--- config.mk ---
export PLATFORM = sky130hd
export DESIGN_NAME = esd_top
export DESIGN_NICKNAME = d
export VERILOG_FILES = /design/src/rtl/esd_pkg.sv /design/src/rtl/esd_preamble_det.sv /design/src/rtl/esd_flag_reg.sv /design/src/rtl/esd_sync_sel.sv /design/src/rtl/esd_top.sv
export SDC_FILE = /design/constraint.sdc
export NUM_CORES = 1
export LEC_CHECK = 0
export BUFFER_PORTS_ARGS = -buffer_cell sky130_fd_sc_hd__buf_2
export CELL_PAD_IN_SITES_DETAIL_PLACEMENT = 0
export CELL_PAD_IN_SITES_GLOBAL_PLACEMENT = 2
export CORE_MARGIN = 2
export CORE_UTILIZATION = 21
export DETAILED_ROUTE_END_ITERATION = 8
export PLACE_DENSITY_LB_ADDON = 0.3
export SKIP_CTS_REPAIR_TIMING = 1
export SYNTH_ARGS = -nofsm -noshare
export SYNTH_HDL_FRONTEND = slang
export SYNTH_HIERARCHICAL = 1
export SYNTH_SLANG_ARGS = --single-unit
--- constraint.sdc ---
create_clock -name clk_i -period 1.85 [get_ports clk_i]
set_clock_uncertainty 0.15 [all_clocks]
set_input_delay 0.2775 -clock clk_i [delete_from_list [all_inputs] [get_ports clk_i]]
set_output_delay 0.2775 -clock clk_i [all_outputs]
set_load 0.01 [all_outputs]
--- src/rtl/esd_pkg.sv ---
package esd_pkg;
  localparam int unsigned PRE_LEN = 3;

  typedef struct packed {
    logic f;
    logic v;
    logic h;
  } esd_flags_t;
endpackage

--- src/rtl/esd_preamble_det.sv ---
module esd_preamble_det #(
  parameter int unsigned DW       = 8,
  parameter int unsigned PH_W     = 2,
  parameter int unsigned FMT_W    = 3,
  parameter int unsigned FMT_YCC  = 4,
  parameter int unsigned CB_PHASE = 0,
  parameter int unsigned F_BIT    = 6,
  parameter int unsigned V_BIT    = 5,
  parameter int unsigned H_BIT    = 4
) (
  input  logic                clk_i,
  input  logic                rst_ni,
  input  logic                valid_i,
  input  logic [DW-1:0]       word_i,
  input  logic [PH_W-1:0]     phase_i,
  input  logic [FMT_W-1:0]    fmt_i,
  output logic                en_o,
  output logic                hit_o,
  output esd_pkg::esd_flags_t flags_o
);
  localparam int unsigned PRE_LEN = esd_pkg::PRE_LEN;
  localparam int unsigned CNT_W   = $clog2(PRE_LEN + 1);

  logic [CNT_W-1:0] stage_q, stage_d;
  logic lead;

  assign en_o = (fmt_i == FMT_YCC[FMT_W-1:0]);
  // preamble must open on a Cb slot
  assign lead = (word_i == {DW{1'b1}}) && (phase_i == CB_PHASE[PH_W-1:0]);

  always_comb begin
    stage_d = stage_q;
    hit_o   = 1'b0;
    if (!en_o) begin
      stage_d = '0;
    end else if (valid_i) begin
      if (stage_q == CNT_W'(PRE_LEN)) begin
        hit_o   = 1'b1;
        stage_d = '0;
      end else if (stage_q != '0 && word_i == '0) begin
        stage_d = stage_q + CNT_W'(1);
      end else begin
        stage_d = lead ? CNT_W'(1) : '0;
      end
    end
  end

  always_ff @(posedge clk_i or negedge rst_ni) begin
    if (!rst_ni) stage_q <= '0;
    else         stage_q <= stage_d;
  end

  assign flags_o = '{f: word_i[F_BIT], v: word_i[V_BIT], h: word_i[H_BIT]};

  a_r8_idle_when_off: assert property (@(posedge clk_i) disable iff (!rst_ni)
    !en_o |=> (stage_q == '0));
  a_r2_hit_needs_valid: assert property (@(posedge clk_i) disable iff (!rst_ni)
    hit_o |-> (valid_i && en_o));
endmodule

--- src/rtl/esd_flag_reg.sv ---
module esd_flag_reg (
  input  logic                clk_i,
  input  logic                rst_ni,
  input  logic                hit_i,
  input  esd_pkg::esd_flags_t flags_i,
  output logic                sav_o,
  output logic                eav_o,
  output logic                f_o,
  output logic                v_o,
  output logic                h_o
);
  always_ff @(posedge clk_i or negedge rst_ni) begin
    if (!rst_ni) begin
      sav_o <= 1'b0;
      eav_o <= 1'b0;
      f_o   <= 1'b0;
      v_o   <= 1'b0;
      h_o   <= 1'b0;
    end else begin
      sav_o <= hit_i && !flags_i.h;
      eav_o <= hit_i &&  flags_i.h;
      if (hit_i) begin
        f_o <= flags_i.f;
        v_o <= flags_i.v;
        h_o <= flags_i.h;   // EAV sets, SAV clears
      end
    end
  end

  a_r10_pulse_excl: assert property (@(posedge clk_i) disable iff (!rst_ni)
    !(sav_o && eav_o));
  a_r10_sav_single: assert property (@(posedge clk_i) disable iff (!rst_ni)
    sav_o |=> !sav_o);
  a_r10_eav_single: assert property (@(posedge clk_i) disable iff (!rst_ni)
    eav_o |=> !eav_o);
  a_r4_f_hold: assert property (@(posedge clk_i) disable iff (!rst_ni)
    (!sav_o && !eav_o) |-> $stable(f_o));
  a_r5_v_hold: assert property (@(posedge clk_i) disable iff (!rst_ni)
    (!sav_o && !eav_o) |-> $stable(v_o));
  a_r6_h_hold: assert property (@(posedge clk_i) disable iff (!rst_ni)
    (!sav_o && !eav_o) |-> $stable(h_o));
endmodule

--- src/rtl/esd_sync_sel.sv ---
module esd_sync_sel #(
  parameter int unsigned N = 2
) (
  input  logic         use_emb_i,
  input  logic [N-1:0] emb_i,
  input  logic [N-1:0] pin_i,
  output logic [N-1:0] out_o
);
  for (genvar i = 0; i < N; i++) begin : g_line
    assign out_o[i] = use_emb_i ? emb_i[i] : pin_i[i];
  end
endmodule

--- src/rtl/esd_top.sv ---
module esd_top #(
  parameter int unsigned DW      = 8,
  parameter int unsigned PH_W    = 2,
  parameter int unsigned FMT_W   = 3,
  parameter int unsigned FMT_YCC = 4
) (
  input  logic             clk_i,
  input  logic             rst_ni,
  input  logic             word_valid_i,
  input  logic [DW-1:0]    word_i,
  input  logic [PH_W-1:0]  phase_i,
  input  logic [FMT_W-1:0] fmt_i,
  input  logic             sync_sel_i,
  input  logic             hpin_i,
  input  logic             vpin_i,
  output logic             sav_o,
  output logic             eav_o,
  output logic             f_o,
  output logic             v_o,
  output logic             h_o,
  output logic             hsync_o,
  output logic             vsync_o
);
  logic en, hit;
  esd_pkg::esd_flags_t flags;
  logic [1:0] sel_out;

  esd_preamble_det #(
    .DW(DW), .PH_W(PH_W), .FMT_W(FMT_W), .FMT_YCC(FMT_YCC),
    .CB_PHASE(0), .F_BIT(6), .V_BIT(5), .H_BIT(4)
  ) u_det (
    .clk_i(clk_i), .rst_ni(rst_ni), .valid_i(word_valid_i), .word_i(word_i),
    .phase_i(phase_i), .fmt_i(fmt_i), .en_o(en), .hit_o(hit), .flags_o(flags)
  );

  esd_flag_reg u_flags (
    .clk_i(clk_i), .rst_ni(rst_ni), .hit_i(hit), .flags_i(flags),
    .sav_o(sav_o), .eav_o(eav_o), .f_o(f_o), .v_o(v_o), .h_o(h_o)
  );

  esd_sync_sel #(.N(2)) u_sel (
    .use_emb_i(sync_sel_i && en), .emb_i({v_o, h_o}),
    .pin_i({vpin_i, hpin_i}), .out_o(sel_out)
  );

  assign hsync_o = sel_out[0];
  assign vsync_o = sel_out[1];

  a_r8_no_pulse_off: assert property (@(posedge clk_i) disable iff (!rst_ni)
    (fmt_i != FMT_YCC[FMT_W-1:0]) |=> (!sav_o && !eav_o));
  a_r2_pulse_from_word: assert property (@(posedge clk_i) disable iff (!rst_ni)
    (sav_o || eav_o) |-> $past(word_valid_i));
endmodule

==> flow_summary.toml, run 1 <==
[run_status]
outcome = "finished clean"

[synth]
synth_top_cell_area_share_pct = 41.5
yosysWarnings = 6
synth.largest_area_cell = "dfrtp_1"
netlist_area_um2 = 422
synth-edff-count = 0
syn_area_per_cell_um2 = 9.81
ys_seq_area_share_pct = 41.5
yosys-top-cells-area = "dfrtp_1, mux2_2, ha_1"
synth_flop_cell = "dfrtp_1"
syn-num-nets = 64
synthCells = 43
ys_ff_latch = 7
yosysUniqueCellTypes = 19
synthArstFlopShare_pct = 100

[critical_path]
endpoint_kind = "output port"
cp.required_ps = 1420
crit_type = "input port to output port"
critical_path.startpoint = "fmt_i[1]"
critPathArrivalTime_ps = 1240
cp-start-kind = "input port"
r2r_cells = 6
rr_startpoint = "u_det/stage_q[0]$_DFFE_PN0P_"
crit_end = "vsync_o"
r2r_slack_ps = 190
path_max_fanout = 3
r2r-end = "u_det/stage_q[1]$_DFFE_PN0P_"

[clocking]
clkTransAtPathRegs_ps = 50
cts-root-buf = "clkbuf_4"
cts_sinks = 7
cts_buffer_depth = 2
cts.htree.levels = 1
cts_buffers = 3
clk_latency_ps = 240
cts_tree = "built"

[sta]
relSlewSlack_pct = 79.7
fmax_ghz = 0.601
rsz0062_at_grt = "false"
finalSetupViolCount = 0
maxSlewViolCount = 0
fin_tns_setup_ps = 0
hold_violations = 0
whs_ps = 88.2
period_needed_ps = 1660
tightestPinTransition_ps = 302
post-route-period-util_pct = 90.0

[floorplanning]
initial_core_util_pct = 21.9
ios = 26
coreArea_um2 = 1920
die_area_um2 = 2380
die_w_um = 48.8
die_h_um = 48.8
fp-row-count = 16

[pwr]
ir_drop_uv = 430
cellPowerDensity_nw_per_um2 = 554
p_leak_nw = 0.317
p_total_mw = 0.329

[layout]
nNetsFinal = 92
finish.utilization_pct = 30.9
regArea_um2 = 175
nFillCells = 223
multi_input_area_um2 = 209
layout_commonest_cell = "buf_2"
syn2layout_area_growth_pct = 40.9
layout.cells.most_common_list = "buf_2, dfrtp_1, mux2_2, nand2_1"
antenna_cells = 0
drive_above_1_share_pct = 51.4

[global_routing]
first_global_vias = 378
antenna_found_initial = 0
overflow = 0
groute.usage.overall_pct = 8.79
grt_pass1_wl_mm = 1.55
grt_start_max_net_pins = 8

[worst_hold_path]
hold_path_class = "input port to flip-flop"

[place]
post-dp-hpwl_um = 797
io_buffers = 25
gp_congestion = 0.750

[route]
wire_per_inst_um = 9.35
final_antenna_net_count = 0
route.vias.total = 386
routed_wl_um = 907
first_iter_violations = 2
drc = 0
via_per_inst = 3.98
firstDrtPassIters = 2

[run]
maxCapViolCount = 0
-- cell families after synthesis --
family                     after synthesis  share of synthesized area, %
and+or+nand+nor                         19                          25.8
buffers and inverters                    7                          8.90
DFF                                      7                          41.5
muxes                                    5                          13.4
AOI/OAI and AO/OA                        3                          4.45
adders and majority gates                2                          5.93
-- metal layers --
layer	track usage (%)	share of wire, %	up-vias
met2	13.7	45	16
li1	-	-	203
met5	0	0	-
met4	1.43	0	0
met1	9.62	44	167
met3	6.75	11	0
-- per-stage QoR --
stage	std cells	setup slack, ps	instance area, µm²
6_report	97	185	594
5_1_grt	97	72.3	594
4_1_cts	96	166	584
3_5_place_dp	92	169	558
3_3_place_gp	92	164	558
2_1_floorplan	43	276	422
-- worst min path at each step --
stage               from                           end  slack [ps]  cells past startpoint
6_report       word_i[4]       u_flags/sav_o$_DFF_PN0_          90                      2
3_3_place_gp      rst_ni       u_flags/eav_o$_DFF_PN0_         -30                      1
3_5_place_dp      rst_ni       u_flags/f_o$_DFFE_PN0P_         -30                      1
5_1_grt        word_i[4]       u_flags/sav_o$_DFF_PN0_         100                      2
4_1_cts           rst_ni  u_det/stage_q[0]$_DFFE_PN0P_        -300                      1
2_1_floorplan     rst_ni  u_det/stage_q[0]$_DFFE_PN0P_        -170                      0
-- synth_stat cells (2+ instances only) --
cell type  n
and2_1     2
buf_4      3
nor2b_1    2
nor3_1     2
nand2_1    4
nor2_1     2
mux2_2     5
nand4_1    2
ha_1       2
dfrtp_1    7
a21oi_1    2
inv_1      3
-- where the power goes --
part           internal [mW]  total, mW  leakage, nW  switching (mW)
sequential             0.153      0.153       0.0979      0.00000197
clock                 0.0820      0.134       0.0150          0.0524
combinational         0.0214     0.0413        0.204          0.0198
total                  0.257      0.329        0.317          0.0722
-- final cells by class --
class                      instances  share of cell area, %
sequential                         7                   29.5
inverter                           4                   2.53
tap                               27                   5.68
timing repair buffer              26                   22.7
multi-input combinational         29                   35.2
clock buffer                       4                   4.42
-- worst max-delay path, cell delays in order --
cell     delay (ps)
buf_2           100
nor2_1           90
nand2_1         100
inv_2            70
and2_1          140
mux2_2          330
buf_2           130
-- state kept, by name, summed over array words and instances (netlist names) --
| name | count |
|---|---|
| u_flags/f_o | 1 |
| u_flags/h_o | 1 |
| u_flags/sav_o | 1 |
| u_flags/v_o | 1 |
| u_det/stage_q | 2 |
| u_flags/eav_o | 1 |
(Power assumes the default switching activity.)
==> run 2: changes to the inputs <==
CORE_UTILIZATION = 19   (was 21)
clock period = 1.38 ns   (was 1.85 ns; I/O delays follow)
==> run 2 against run 1 <==
The run now ends with setup timing left. Critical path depth down 1. Utilization increased by 2.6 points. Total power increased by 47%. Worst setup slack got worse by 460 ps. Via count rose by 8.3%. Critical endpoint is now u_det/stage_q[0]$_DFFE_PN0P_.
==> flow_summary.toml, run 2 (synthesized netlist as in run 1, its figures left out) <==
[layout]
drive_above_1_share_pct = 64.5
largest_reg_flops = 2
nFillCells = 231
syn2layout_area_growth_pct = 70.6
layout.cells.most_common_list = "buf_2, dfrtp_1, buf_4, buf_6"
layout_commonest_cell = "buf_2"
antenna_cells = 0
nNetsFinal = 98
top_register = "u_det/stage_q"

[global_routing]
first_global_vias = 412
overflow = 0
groute.usage.overall_pct = 8.78
antenna_found_initial = 0
grt_pass1_wl_mm = 1.64
grt_start_max_net_pins = 8

[run_status]
violations = "setup timing"
outcome = "finished, violations left"

[clocking]
clk_latency_ps = 260
cts_buffer_depth = 2
cts.htree.levels = 1
cts_tree = "built"
cts-root-buf = "clkbuf_4"
cts_buffers = 3
clkTransAtPathRegs_ps = 60
cts_sinks = 7

[pwr]
cellPowerDensity_nw_per_um2 = 673
ir_drop_uv = 286
p_leak_nw = 0.363

[critical_path]
critPathArrivalTime_ps = 1680
path_max_fanout = 2
r2r_cells = 6
r2r-end = "u_det/stage_q[0]$_DFFE_PN0P_"
rr_startpoint = "u_det/stage_q[0]$_DFFE_PN0P_"
critPathBufInv = 1
crit_slowest_cell = "or4_4"
r2r_slack_ps = -270
cp.required_ps = 1410
critical_path.max_stage_delay_ps = 420
path_cells = "inv_1, ha_2, or4_4, nor3_4, a32oi_1, a21oi_1"
crit_type = "flip-flop to flip-flop"
endpoint_kind = "flip-flop"
path_delay_family = "simple AND/OR/NAND/NOR gates"
cp-start-kind = "flip-flop"

[sta]
finalSetupViolCount = 7
fin_tns_setup_ps = -791
tightestPinTransition_ps = 330
rsz0062_at_grt = "true"
post-route-period-util_pct = 120
whs_ps = 18.2
maxSlewViolCount = 0
relSlewSlack_pct = 77.8
fin_ws_ps = -271
fmax_ghz = 0.606
hold_violations = 0
period_needed_ps = 1650

[floorplanning]
ios = 26
die_h_um = 51.1
fp-row-count = 17
initial_core_util_pct = 19.6
die_w_um = 51.1
die_area_um2 = 2610
coreArea_um2 = 2150

[run]
maxCapViolCount = 0

[route]
routed_wl_mm = 1.12
route.vias.total = 418
first_iter_violations = 1
via_per_inst = 4.02
drc = 0
wire_per_inst_um = 10.8
firstDrtPassIters = 3
final_antenna_net_count = 0

[place]
dp_slack_ps = -215
gp_congestion = 0.724
io_buffers = 25

[worst_hold_path]
holdPathEnd = "u_flags/sav_o$_DFF_PN0_"
min_from = "word_i[4]"
holdPathStages = 2
hold_path_class = "input port to flip-flop"
==> run 2: final cells by class <==
cell class              count  area (µm²)  share of cell area, %
clock buffers               4        26.3                   3.65
repair buffers             32         205                   28.5
multi-input cells          29         263                   36.5
well taps                  28        35.0                   4.87
flip-flops and latches      7         175                   24.3
inverters                   4        15.0                   2.09
==> run 2: how the worst max path moves through the flow <==
stage                     depth (start not counted)                         start  slack [ps]                           end
after floorplan                                   6  u_det/stage_q[0]$_DFFE_PN0P_        -180  u_det/stage_q[1]$_DFFE_PN0P_
after global placement                            6  u_det/stage_q[0]$_DFFE_PN0P_        -180  u_det/stage_q[1]$_DFFE_PN0P_
after detailed placement                          6  u_det/stage_q[0]$_DFFE_PN0P_        -210  u_det/stage_q[0]$_DFFE_PN0P_
after CTS                                         6  u_det/stage_q[0]$_DFFE_PN0P_        -250  u_det/stage_q[0]$_DFFE_PN0P_
after global routing                              6  u_det/stage_q[0]$_DFFE_PN0P_        -350  u_det/stage_q[0]$_DFFE_PN0P_
final                                             6  u_det/stage_q[0]$_DFFE_PN0P_        -270  u_det/stage_q[0]$_DFFE_PN0P_
==> run 2: worst reg2reg max path, stage by stage, from the launching register on <==
cell     delay (ps)
dfrtp_1         350
inv_1            50
ha_2            160
or4_4           420
nor3_4          140
a32oi_1         130
a21oi_1         170
==> run 2: per-stage QoR <==
| step | total power, mW | std cells | util, % | cell area (µm²) |
|---|---|---|---|---|
| 6_report | 0.484 | 104 | 33.5 | 719 |
| 4_1_cts | 0.476 | 103 | 29.7 | 638 |
| 5_1_grt | 0.517 | 104 | 33.5 | 719 |
| 2_1_floorplan | 0.230 | 43 | - | 429 |
| 3_5_place_dp | 0.270 | 99 | 28.5 | 612 |
| 3_3_place_gp | 0.269 | 99 | 28.5 | 612 |
==> run 2: layer usage <==
| metal | GRT usage (%) | up-vias | share of wire (%) |
|---|---|---|---|
| li1 | - | 213 | - |
| met1 | 8.75 | 193 | 42 |
| met2 | 15.6 | 12 | 51 |
| met3 | 3.80 | 0 | 6.7 |
| met4 | 4.05 | 0 | 0 |
| met5 | 0 | - | 0 |
==> run 2: report_power, final <==
| part | total, mW | leakage (nW) | internal (mW) | switching (mW) |
|---|---|---|---|---|
| sequential | 0.205 | 0.0979 | 0.205 | 0.00000165 |
| clock | 0.200 | 0.0150 | 0.111 | 0.0888 |
| combinational | 0.0786 | 0.251 | 0.0446 | 0.0340 |
| total | 0.484 | 0.363 | 0.361 | 0.123 |
